### src/rtl/psram_rd_pkg.sv
`timescale 1ns/1ps
package psram_rd_pkg;

  typedef enum logic [1:0] {
    PS_IDLE = 2'd0,
    PS_ADDR = 2'd1,
    PS_DATA = 2'd2
  } pst_e;

  // Number of whole clocks that fit inside the chip-select-low time cap.
  function automatic int cs_limit(input int tbc_ns, input int clk_ps);
    return (tbc_ns * 1000) / clk_ps;
  endfunction

  // A further burst takes lat + words low cycles after the current one.
  function automatic logic chain_fits(input int cycle_now, input int lat,
                                      input int words, input int cap);
    return (cycle_now + lat + words) <= cap;
  endfunction

endpackage

### src/rtl/psram_cs_budget.sv
`timescale 1ns/1ps
module psram_cs_budget import psram_rd_pkg::*; #(
  parameter int CS_MAX = 312,
  parameter int LAT    = 5,
  parameter int WORDS  = 4
) (
  input  logic clk,
  input  logic rst_n,
  input  logic cs_n,
  output logic at_limit,
  output logic chain_ok
);
  localparam int CW = $clog2(CS_MAX + 1);

  // Number of completed low cycles before the current one.
  logic [CW-1:0] low_cnt;

  always_ff @(posedge clk) begin
    if (!rst_n)      low_cnt <= '0;
    else if (cs_n)   low_cnt <= '0;
    else             low_cnt <= low_cnt + 1'b1;
  end

  assign at_limit = !cs_n && (32'(low_cnt) >= CS_MAX - 1);
  assign chain_ok = chain_fits(32'(low_cnt) + 1, LAT, WORDS, CS_MAX);

endmodule

### src/rtl/psram_capture.sv
`timescale 1ns/1ps
module psram_capture #(
  parameter int DW    = 16,
  parameter int WORDS = 4
) (
  input  logic          clk,
  input  logic          rst_n,
  input  logic          burst_start,
  input  logic          cap_fire,
  input  logic          abort_fire,
  input  logic [DW-1:0] dq,
  output logic          last_word,
  output logic [DW-1:0] rdata,
  output logic          rvalid,
  output logic          done
);
  localparam int IW = (WORDS > 1) ? $clog2(WORDS) : 1;

  logic [IW-1:0] widx;

  assign last_word = cap_fire && (widx == IW'(WORDS - 1));

  always_ff @(posedge clk) begin
    if (!rst_n)           widx <= '0;
    else if (burst_start) widx <= '0;
    else if (cap_fire)    widx <= widx + 1'b1;
  end

  always_ff @(posedge clk) begin
    if (!rst_n) begin
      rdata  <= '0;
      rvalid <= 1'b0;
      done   <= 1'b0;
    end else begin
      if (cap_fire) rdata <= dq;
      rvalid <= cap_fire;
      done   <= last_word || abort_fire;
    end
  end

endmodule

### src/rtl/psram_seq.sv
`timescale 1ns/1ps
module psram_seq import psram_rd_pkg::*; #(
  parameter int AW = 21
) (
  input  logic          clk,
  input  logic          rst_n,
  input  logic          req,
  input  logic [AW-1:0] addr,
  input  logic          last_word,
  input  logic          at_limit,
  input  logic          chain_ok,
  output pst_e          state,
  output logic          cs_n,
  output logic          adv_n,
  output logic          oe_n,
  output logic [AW-1:0] maddr,
  output logic          busy
);
  pst_e nxt;

  always_comb begin
    nxt = state;
    unique case (state)
      PS_IDLE: if (req) nxt = PS_ADDR;
      PS_ADDR: nxt = at_limit ? PS_IDLE : PS_DATA;
      PS_DATA: begin
        if (at_limit)       nxt = PS_IDLE;
        else if (last_word) nxt = (req && chain_ok) ? PS_ADDR : PS_IDLE;
      end
      default: nxt = PS_IDLE;
    endcase
  end

  assign busy = !((state == PS_IDLE) ||
                  ((state == PS_DATA) && !at_limit && last_word && chain_ok));

  always_ff @(posedge clk) begin
    if (!rst_n) begin
      state <= PS_IDLE;
      cs_n  <= 1'b1;
      adv_n <= 1'b1;
      oe_n  <= 1'b1;
      maddr <= '0;
    end else begin
      state <= nxt;
      cs_n  <= (nxt == PS_IDLE);
      adv_n <= (nxt != PS_ADDR);
      oe_n  <= !((nxt == PS_DATA) && (state == PS_DATA));
      if (nxt == PS_ADDR) maddr <= addr;
    end
  end

endmodule

### src/rtl/psram_burst_rd.sv
`timescale 1ns/1ps
module psram_burst_rd import psram_rd_pkg::*; #(
  parameter int AW     = 21,
  parameter int DW     = 16,
  parameter int WORDS  = 4,
  parameter int LAT    = 5,
  parameter int CLK_PS = 8000,
  parameter int TBC_NS = 2500
) (
  input  logic          clk,
  input  logic          rst_n,
  input  logic          req,
  input  logic [AW-1:0] addr,
  output logic          busy,
  output logic [DW-1:0] rdata,
  output logic          rvalid,
  output logic          done,
  output logic          mem_cs_n,
  output logic          mem_adv_n,
  output logic          mem_oe_n,
  output logic [1:0]    mem_be_n,
  output logic [AW-1:0] mem_addr,
  input  logic          mem_wait_n,
  input  logic [DW-1:0] mem_dq
);
  localparam int CS_MAX = cs_limit(TBC_NS, CLK_PS);

  // Named internal events, also observed by the checker.
  pst_e state;
  logic burst_start;
  logic cap_fire;
  logic abort_fire;
  logic last_word;
  logic at_limit;
  logic chain_ok;

  assign burst_start = (state == PS_ADDR);
  assign cap_fire    = (state == PS_DATA) && !mem_oe_n && mem_wait_n;
  assign abort_fire  = (state != PS_IDLE) && at_limit;
  assign mem_be_n    = {2{mem_oe_n}};

  psram_seq #(.AW(AW)) u_seq (
    .clk       (clk),
    .rst_n     (rst_n),
    .req       (req),
    .addr      (addr),
    .last_word (last_word),
    .at_limit  (at_limit),
    .chain_ok  (chain_ok),
    .state     (state),
    .cs_n      (mem_cs_n),
    .adv_n     (mem_adv_n),
    .oe_n      (mem_oe_n),
    .maddr     (mem_addr),
    .busy      (busy)
  );

  psram_capture #(.DW(DW), .WORDS(WORDS)) u_cap (
    .clk         (clk),
    .rst_n       (rst_n),
    .burst_start (burst_start),
    .cap_fire    (cap_fire),
    .abort_fire  (abort_fire),
    .dq          (mem_dq),
    .last_word   (last_word),
    .rdata       (rdata),
    .rvalid      (rvalid),
    .done        (done)
  );

  psram_cs_budget #(.CS_MAX(CS_MAX), .LAT(LAT), .WORDS(WORDS)) u_budget (
    .clk      (clk),
    .rst_n    (rst_n),
    .cs_n     (mem_cs_n),
    .at_limit (at_limit),
    .chain_ok (chain_ok)
  );

endmodule

### config.mk
export PLATFORM = sky130hd
export DESIGN_NAME = psram_burst_rd
export DESIGN_NICKNAME = d
export VERILOG_FILES = /design/src/rtl/psram_rd_pkg.sv /design/src/rtl/psram_cs_budget.sv /design/src/rtl/psram_capture.sv /design/src/rtl/psram_seq.sv /design/src/rtl/psram_burst_rd.sv
export SDC_FILE = /design/constraint.sdc
export NUM_CORES = 1
export LEC_CHECK = 0
export ABC_AREA = 1
export BUFFER_PORTS_ARGS = -buffer_cell sky130_fd_sc_hd__buf_2
export CAP_MARGIN = 20
export CORE_ASPECT_RATIO = 1.4
export CORE_UTILIZATION = 40
export DETAILED_ROUTE_END_ITERATION = 6
export PLACE_DENSITY_LB_ADDON = 0.08
export SLEW_MARGIN = 20
export SYNTH_ARGS = -nofsm -noshare
export SYNTH_HDL_FRONTEND = slang
export SYNTH_SLANG_ARGS = --single-unit
### constraint.sdc
create_clock -name clk -period 2.4 [get_ports clk]
set_clock_uncertainty 0.1 [all_clocks]
set_input_delay 0.48 -clock clk [delete_from_list [all_inputs] [get_ports clk]]
set_output_delay 0.48 -clock clk [all_outputs]
set_load 0.03 [all_outputs]
==> results.yml, run 1 <==
logic_synthesis:
  syn_area_mm2: 0.00256
  synth_edf_count: 0
  synth_top_cell_by_area: "dfxtp_1"
  syn_area_per_cell_um2: 7.01
  synth_top_area_frac: 0.429
  synth-seq-cells: 55
  synth_ff_type: "dfxtp_1"
  synth_cell_types: 27
  yosys_warnings: 0
  ys_seq_area_frac: 0.429
  synth_area_leaders: "dfxtp_1 (43%), nor2_1 (11%), nand2_1 (8.6%)"
  synthCells: 366
  async_reset_ff_frac: 0
  synth_fp_nets: 410
clocking:
  numCtsBuffers: 5
  cts-hold-fix-buffers: 0
  cts_tree: "built"
  path_clk_slew_ns: 0.10
  cts.sinks: 55
  clock_latency_ns: 0.31
  clockRootBuffer: "clkbuf_8"
  cts_max_level: 2
  clock_path_buffers: 2
sta:
  final-setup-viol-count: 1
  fmaxAchievable_mhz: 372
  slew_headroom: 0.610
  rsz0062_at_grt: "true"
  finalHoldViolCount: 0
  worst_pin_slew_ns: 0.585
  worst_slack_ns: -0.287
  setup_tns_ns: -0.287
  final-max-slew-violation-count: 0
  fin_crit_sh: 1.12
  min_period_ns: 2.69
layout:
  multi_input_area_mm2: 0.00122
  area.growth.synth_to_final_pct: 30.5
  nets: 506
  drive_above_1_share: 0.335
  final-seq-area_mm2: 0.00111
  fill_cells: 650
  fin_area_mm2: 0.00335
  final_common_cell: "buf_2"
  final_cell_mix: "buf_2 (84), nor2_1 (74), nand2_1 (55)"
  diodes: 0
worst_hold_path:
  hold_path.class: "in -> reg"
drt:
  drtAntennaViolNets: 0
  met1_length_um: 2640
  drt-wirelength-per-cell_um: 11.2
  dr.pass1.iters: 4
  wl_met3_um: 295
  via_count: 2503
  routed_wl_um: 5970
  route.met2.wl_um: 2890
  drt-initial-drc-count: 79
  drc: 0
  vias_per_cell: 4.68
  highest_layer: "met4"
worst_setup_path:
  path_class: "reg -> out"
  endpoint_kind: "output pin"
  start_kind: "flop"
  crit_fanout: 5
  path_cells: "ha_4 > buf_4 > nand4_1 > nand2_2 > a21oi_2 > nand2_2 > nor2_2 > nand2_1 > nand2_1 > nand2_1 > nand2_1 > nand3_2 > nand2_4 > clkinvlp_4 > buf_6"
  critPathRequiredTime_ns: 1.82
  crit_path_frequent_cell: "nand2_1"
  worstPathArrival_ns: 2.11
  slowest_delay_ns: 0.39
  slowest_stage: "dfxtp_4"
placement:
  port_buffers: 85
  placed_area_mm2: 0.00313
  hpwl_um: 4250
  gp_congestion: 0.851
  pre_cts_slack_ns: -0.0845
floorplanning:
  core_mm2: 0.00621
  rows: 34
  die_area_mm2: 0.00674
  die_height_um: 96.8
  ioPinCount: 86
  initial_core_util: 0.413
  die_w_um: 69.7
flow_run:
  maxCapViolations: 0
pwr:
  max-vdd-ir-drop_uv: 285
  power_density_mw_per_mm2: 576
  leakage_nw: 1.71
global_route:
  antenna_found_initial: 0
  grt-ovfl-total: 0
  grt_usage: 0.182
  grt_max_degree: 27
  grt_pass1_wl_um: 10000
  grt_pass1_vias: 2322
outcome:
  violations: "negative setup slack"
  status: "finished with violations"
cell usage after synthesis, types with 2 or more instances:
library cell  number
o21ai_0           19
dfxtp_1           55
nand3_2            3
buf_4              4
xor2_1             2
nand2_1           59
nor2_2             4
buf_2              2
a21oi_2            5
nand3_1           34
nand4_1            4
inv_1             44
buf_6              5
nor2_1            76
o21ai_1            2
inv_2              2
ha_1               3
clkbuf_1           8
a21oi_1           22
buf_1              2
nand2_2            5
metrics by stage:
step / instances / power [mW] / util / hold slack (ns)
final: 535 / 1.93 / 0.539 / 0.286
after global routing: 535 / 2.02 / 0.539 / 0.278
after CTS: 534 / 1.95 / 0.534 / 0.276
after detailed placement: 523 / 1.32 / 0.504 / 0.366
after global placement: 523 / 1.32 / 0.504 / 0.359
after floorplan: 366 / 1.23 / - / 0.343
worst max-delay path: cells and delay by family, from the launching register on:
family / cells / cell delay, ns
adder cells (fa/ha/maj): 1 / 0.17
buffers and inverters: 3 / 0.33
AND/OR/NAND/NOR: 10 / 0.75
flip-flops: 1 / 0.39
AO/OA/AOI/OAI: 1 / 0.16
per-layer routing:
metal,global-route usage,up-vias
li1,-,1327
met1,0.216,1110
met2,0.307,56
met3,0.0427,10
met4,0.0846,0
met5,0,-
power by group:
part	internal [mW]	total [mW]	switching [mW]	leakage (nW)
clock network	0.311	0.616	0.305	0.0581
logic	0.122	0.332	0.210	1.20
registers	0.954	0.979	0.0252	0.451
flip-flops by register name (all words and copies together) (netlist names):
register / count
u_cap.rdata: 16
u_cap.rvalid: 1
u_seq.oe_n: 1
u_seq.adv_n: 1
u_seq.cs_n: 1
u_cap.widx: 2
u_cap.done: 1
u_budget.low_cnt: 9
u_seq.state: 2
u_seq.maddr: 21
worst paths after layout:
path                  startpoint         endpoint  slack (ns)  cells after the start
min                   mem_dq[13]  u_cap.rdata[13]        0.29                      3
max          u_budget.low_cnt[1]             busy       -0.29                     15
max reg2reg  u_budget.low_cnt[1]       u_seq.cs_n        0.09                     18
min reg2reg        u_cap.widx[0]    u_cap.widx[0]        0.38                      2
cell families after synthesis:
logic type / share of synthesized area
buffers and inverters: 0.120
XOR/XNOR: 0.0132
flip-flops: 0.429
adder cells (fa/ha/maj): 0.0146
AND/OR/NAND/NOR: 0.317
AO/OA/AOI/OAI: 0.106
layout make-up:
| type | count | share of cell area |
|---|---|---|
| repair buffers | 110 | 0.190 |
| multi-input cells | 244 | 0.366 |
| inverters | 46 | 0.0527 |
| flip-flops and latches | 55 | 0.331 |
| clock buffers | 5 | 0.0206 |
| clock inverters | 3 | 0.0131 |
| well taps | 72 | 0.0269 |
repair_timing:
action,4_1_cts,5_1_grt
setup endpoints to repair,7,25
setup buffers,3,1
pin swaps,13,1
gates resized for setup,14,6
(Power assumes the default switching activity.)
==> run 2, diff against run 1 <==
--- a/config.mk
+++ b/config.mk
@@ -12,6 +12,7 @@
 export CORE_UTILIZATION = 40
 export DETAILED_ROUTE_END_ITERATION = 6
 export PLACE_DENSITY_LB_ADDON = 0.08
+export RECOVER_POWER = 100
 export SLEW_MARGIN = 20
 export SYNTH_ARGS = -nofsm -noshare
 export SYNTH_HDL_FRONTEND = slang
==> run 2 against run 1 <==
Net effect:
- the run still ends with negative setup slack left
- fmax fell by 0.15%
- largest power group unchanged
- count of clock-buffer cells in the layout unchanged
- critical path type unchanged
- global-route usage stayed put
==> results.yml, run 2 (synthesis results as in run 1) <==
outcome:
  status: "finished with violations"
  violations: "negative setup slack"
clocking:
  path_clk_slew_ns: 0.10
  cts_max_level: 2
  numCtsBuffers: 5
  cts-hold-fix-buffers: 0
  clockRootBuffer: "clkbuf_8"
  clock_latency_ns: 0.31
  cts_tree: "built"
  clock_path_buffers: 2
  cts.sinks: 55
global_route:
  antenna_found_initial: 0
  grt_pass1_vias: 2322
  grt_max_degree: 27
  grt-ovfl-total: 0
  grt_pass1_wl_um: 10000
  grt_usage: 0.182
placement:
  port_buffers: 85
  gp_congestion: 0.851
  placed_area_mm2: 0.00313
  hpwl_um: 4250
sta:
  min_period_ns: 2.69
  rsz0062_at_grt: "true"
  fin_crit_sh: 1.12
  worst_slack_ns: -0.291
  final-max-slew-violation-count: 0
  finalHoldViolCount: 0
  fmaxAchievable_mhz: 372
  worst_pin_slew_ns: 1.03
  setup_tns_ns: -0.291
  slew_headroom: 0.316
  final-setup-viol-count: 1
flow_run:
  maxCapViolations: 0
pwr:
  p_clk_frac: 0.322
  cellInternalPower_mw: 1.38
  leakage_nw: 1.54
  pwr-share-comb: 0.167
  p_sw_frac: 0.283
  switchingPower_uw: 544
  max-vdd-ir-drop_uv: 285
  power_density_mw_per_mm2: 584
  seqPwrFrac: 0.511
layout:
  fin_area_mm2: 0.00329
  max_flop_register: "u_seq.maddr"
  final_common_cell: "nor2_1"
  drive_above_1_share: 0.235
  final_cell_mix: "nor2_1 (74), nand2_1 (55), dfxtp_1 (53)"
  reg_top3: "u_seq.maddr: 21 flops, u_cap.rdata: 16 flops, u_budget.low_cnt: 9 flops"
  diodes: 0
  area.growth.synth_to_final_pct: 28.1
  fill_cells: 675
  largest_reg_flops: 21
  nets: 506
worst_setup_path:
  rrSetupSlack_ns: 0.06
  path_class: "reg -> out"
  worstPathArrival_ns: 2.11
  crit_fanout: 5
  endpoint_kind: "output pin"
  start_kind: "flop"
  critPathRequiredTime_ns: 1.82
drt:
  dr.pass1.iters: 4
  drt-wirelength-per-cell_um: 11.2
  drt-initial-drc-count: 67
  drtAntennaViolNets: 0
  vias_per_cell: 4.71
  routed_wl_um: 5990
  via_count: 2521
  drc: 0
floorplanning:
  core_mm2: 0.00621
  rows: 34
  initial_core_util: 0.413
  ioPinCount: 86
  die_height_um: 96.8
  die_area_mm2: 0.00674
  die_w_um: 69.7
worst_hold_path:
  hold_path.class: "in -> reg"
[run 2: cell count changes in the layout (fill, tap and decap cells not counted)]
cell	previous run	this run
buf_2	84	39
clkbuf_1	0	46
buf_4	23	22
[run 2: layout make-up]
| type | instances | area (um2) | area share |
|---|---|---|---|
| tap | 72 | 90.1 | 0.0274 |
| multi-input combinational | 244 | 1220 | 0.372 |
| clock buffer | 5 | 68.8 | 0.0209 |
| inverter | 46 | 176 | 0.0537 |
| clock inverter | 3 | 43.8 | 0.0133 |
| timing repair buffer | 110 | 576 | 0.175 |
| sequential | 55 | 1110 | 0.337 |
[run 2: critical path: stages, from the launching register on]
cell	delay (ns)
dfxtp_4	0.39
ha_4	0.17
buf_4	0.13
nand4_1	0.10
nand2_2	0.09
inv_2	0.08
nand2_2	0.06
nor2_2	0.10
nand2_1	0.07
nand2_1	0.07
nand2_1	0.04
inv_1	0.04
nand2_1	0.04
nand2_1	0.06
nand3_2	0.08
nand2_4	0.08
clkinvlp_4	0.07
buf_6	0.13
[run 2: worst paths after layout]
kind                  startpoint               to  cells after the start
min reg2reg        u_cap.widx[0]    u_cap.widx[0]                      2
max          u_budget.low_cnt[1]             busy                     17
min                   mem_dq[13]  u_cap.rdata[13]                      3
max reg2reg       u_seq.state[1]    u_cap.widx[0]                      6
[run 2: power by group through the flow]
stage | clock network (mW) | logic (mW) | registers (mW)
2_1_floorplan | 0 | 0.156 | 1.07
3_3_place_gp | 0 | 0.318 | 1.00
3_5_place_dp | 0 | 0.319 | 1.00
4_1_cts | 0.642 | 0.329 | 0.980
5_1_grt | 0.671 | 0.355 | 0.986
6_report | 0.618 | 0.321 | 0.980
[run 2: routing by layer]
metal | global-route usage | wire length (um)
met5 | 0 | 0
met1 | 0.216 | 2640
met3 | 0.0427 | 328
met2 | 0.307 | 2910
met4 | 0.0846 | 110
[run 2: what timing repair did]
item / 4_1_cts / 5_1_grt
pin swaps: 13 / 1
buffers inserted: 3 / 1
resized for setup: 14 / 6
endpoints found under the setup margin: 7 / 25
[run 2: per-stage QoR]
step | worst slack (ns) | hold WS (ns) | cells | util | total power [mW]
after floorplan | -0.112 | 0.343 | 366 | - | 1.23
after CTS | -0.305 | 0.276 | 534 | 0.534 | 1.95
after global placement | -0.0622 | 0.359 | 523 | 0.504 | 1.32
final | -0.291 | 0.285 | 535 | 0.529 | 1.92
after detailed placement | -0.0845 | 0.366 | 523 | 0.504 | 1.32
after global routing | -0.528 | 0.278 | 535 | 0.529 | 2.01
==> run 3, diff against run 2 <==
--- a/config.mk
+++ b/config.mk
@@ -12,7 +12,7 @@
 export CORE_UTILIZATION = 40
 export DETAILED_ROUTE_END_ITERATION = 6
 export PLACE_DENSITY_LB_ADDON = 0.08
-export RECOVER_POWER = 100
+export RECOVER_POWER = 50
 export SLEW_MARGIN = 20
 export SYNTH_ARGS = -nofsm -noshare
 export SYNTH_HDL_FRONTEND = slang
==> constraint.sdc (replaced) <==
create_clock -name clk -period 2.2 [get_ports clk]
set_clock_uncertainty 0.1 [all_clocks]
set_input_delay 0.44 -clock clk [delete_from_list [all_inputs] [get_ports clk]]
set_output_delay 0.44 -clock clk [all_outputs]
set_load 0.03 [all_outputs]
==> run 3 against run 2 <==
Net effect:
- the flow still finishes with violations (negative setup slack)
- register-to-register slack got worse by 0.39 ns
- sequential power is 9% higher
- critical path depth did not move
- largest power group unchanged
- global-route usage up 1.6 points
- critical path type unchanged
- total power grew 9.5%
- combinational power grew 49%
- utilization rose by 5.2 points
- design area up 9.9%
==> results.yml, run 3 (synthesis results as in run 1) <==
outcome:
  status: "finished with violations"
  violations: "negative setup slack"
worst_setup_path:
  endpoint_kind: "output pin"
  critPathRequiredTime_ns: 1.66
  slowest_stage: "dfxtp_4"
  start_kind: "flop"
  path_class: "reg -> out"
  crit_path_frequent_cell: "nand2_1"
  path_cells: "ha_4 > buf_6 > nand4_1 > nand2_2 > inv_4 > nand2_4 > nor2_4 > nand2_2 > nand2_1 > nand2_1 > inv_1 > nand2_1 > nand2_1 > nand3_2 > nand2_4 > clkinvlp_4 > buf_6"
  slowest_delay_ns: 0.38
  crit_fanout: 4
  worstPathArrival_ns: 2.16
layout:
  drive_above_1_share: 0.337
  area.growth.synth_to_final_pct: 40.8
  max_flop_register: "u_seq.maddr"
  fin_area_mm2: 0.00361
  fill_cells: 606
  final-seq-area_mm2: 0.00111
  nets: 515
  reg_top3: "u_seq.maddr: 21 flops, u_cap.rdata: 16 flops, u_budget.low_cnt: 9 flops"
  largest_reg_flops: 21
  final_cell_mix: "nor2_1 (72), buf_2 (53), dfxtp_1 (52)"
  multi_input_area_mm2: 0.00135
  final_common_cell: "nor2_1"
  diodes: 0
sta:
  fmaxAchievable_mhz: 370
  slew_headroom: 0.351
  setup_tns_ns: -6.86
  final-setup-viol-count: 25
  finalHoldViolCount: 0
  min_period_ns: 2.70
  rsz0062_at_grt: "true"
  fin_crit_sh: 1.23
  final-max-slew-violation-count: 0
  worst_pin_slew_ns: 0.974
  worst_slack_ns: -0.504
floorplanning:
  die_area_mm2: 0.00674
  ioPinCount: 86
  die_height_um: 96.8
  die_w_um: 69.7
  rows: 34
  initial_core_util: 0.413
  core_mm2: 0.00621
flow_run:
  maxCapViolations: 0
global_route:
  grt_pass1_vias: 2400
  grt_pass1_wl_um: 11000
  grt_usage: 0.198
  antenna_found_initial: 0
  grt-ovfl-total: 0
  grt_max_degree: 21
drt:
  drt-wirelength-per-cell_um: 11.8
  via_count: 2592
  drtAntennaViolNets: 0
  drt-initial-drc-count: 78
  routed_wl_um: 6420
  vias_per_cell: 4.76
  dr.pass1.iters: 4
  drc: 0
clocking:
  path_clk_slew_ns: 0.10
  clock_latency_ns: 0.30
  cts_tree: "built"
  cts_max_level: 2
  clock_path_buffers: 2
  cts.sinks: 55
  numCtsBuffers: 5
  clockRootBuffer: "clkbuf_8"
pwr:
  power_density_mw_per_mm2: 582
  leakage_nw: 1.70
  max-vdd-ir-drop_uv: 420
placement:
  placed_area_mm2: 0.00313
  pre_cts_slack_ns: -0.250
  port_buffers: 85
  hpwl_um: 4230
  gp_congestion: 0.810
worst_hold_path:
  hold_path.class: "in -> reg"
[run 3: cell count changes in the layout (fill, tap and decap cells not counted), sizes merged]
cell	before	now
clkbuf	51	37
buf	64	88
clkinv	2	1
bufinv	1	0
clkinvlp	1	2
[run 3: final cells by class]
cell class / count / share of cell area
Multi-Input combinational cell: 244 / 0.374
Clock buffer: 6 / 0.0201
Tap cell: 72 / 0.0249
Inverter: 46 / 0.0495
Clock inverter: 2 / 0.00347
Sequential cell: 55 / 0.307
Timing Repair Buffer: 119 / 0.221
[run 3: worst paths after layout]
| check | slack [ns] | startpoint | endpoint | cells past startpoint |
|---|---|---|---|---|
| max | -0.50 | u_budget.low_cnt[1] | busy | 17 |
| min | 0.25 | mem_dq[9] | u_cap.rdata[9] | 3 |
| min reg2reg | 0.38 | u_cap.widx[0] | u_cap.widx[0] | 2 |
| max reg2reg | -0.33 | u_budget.low_cnt[1] | u_seq.maddr[15] | 21 |
[run 3: routing by layer]
metal	share of wire	vias up	track usage
li1	-	1355	-
met1	0.45	1162	0.263
met2	0.48	67	0.327
met3	0.052	8	0.0385
met4	0.016	0	0.0554
met5	0	-	0
[run 3: through the flow]
stage,util,std cells,hold slack [ns],power [mW]
finish,0.581,544,0.255,2.10
global route,0.581,544,0.248,2.21
detailed placement,0.504,523,0.362,1.44
floorplan,-,366,0.343,1.34
CTS,0.574,541,0.243,2.14
global placement,0.504,523,0.357,1.44
[run 3: worst max-delay path: cells and delay by family, from the launching register on]
kind / cells / cell delay [ns]
AND/OR/NAND/NOR: 11 / 0.84
flip-flops: 1 / 0.38
adder cells (fa/ha/maj): 1 / 0.18
buffers and inverters: 5 / 0.46
[run 3: what timing repair did]
| item | CTS | global route |
|---|---|---|
| hold buffers | 0 | 0 |
| resized for setup | 45 | 22 |
| endpoints found under the setup margin | 25 | 25 |
| gates cloned | 5 | 0 |
| setup buffers | 5 | 4 |
| pin swaps | 12 | 18 |
[run 3: where the power goes]
group	total, mW	switching, mW	internal, mW
sequential	1.07	0.0333	1.04
combinational	0.479	0.271	0.208
clock	0.550	0.326	0.223
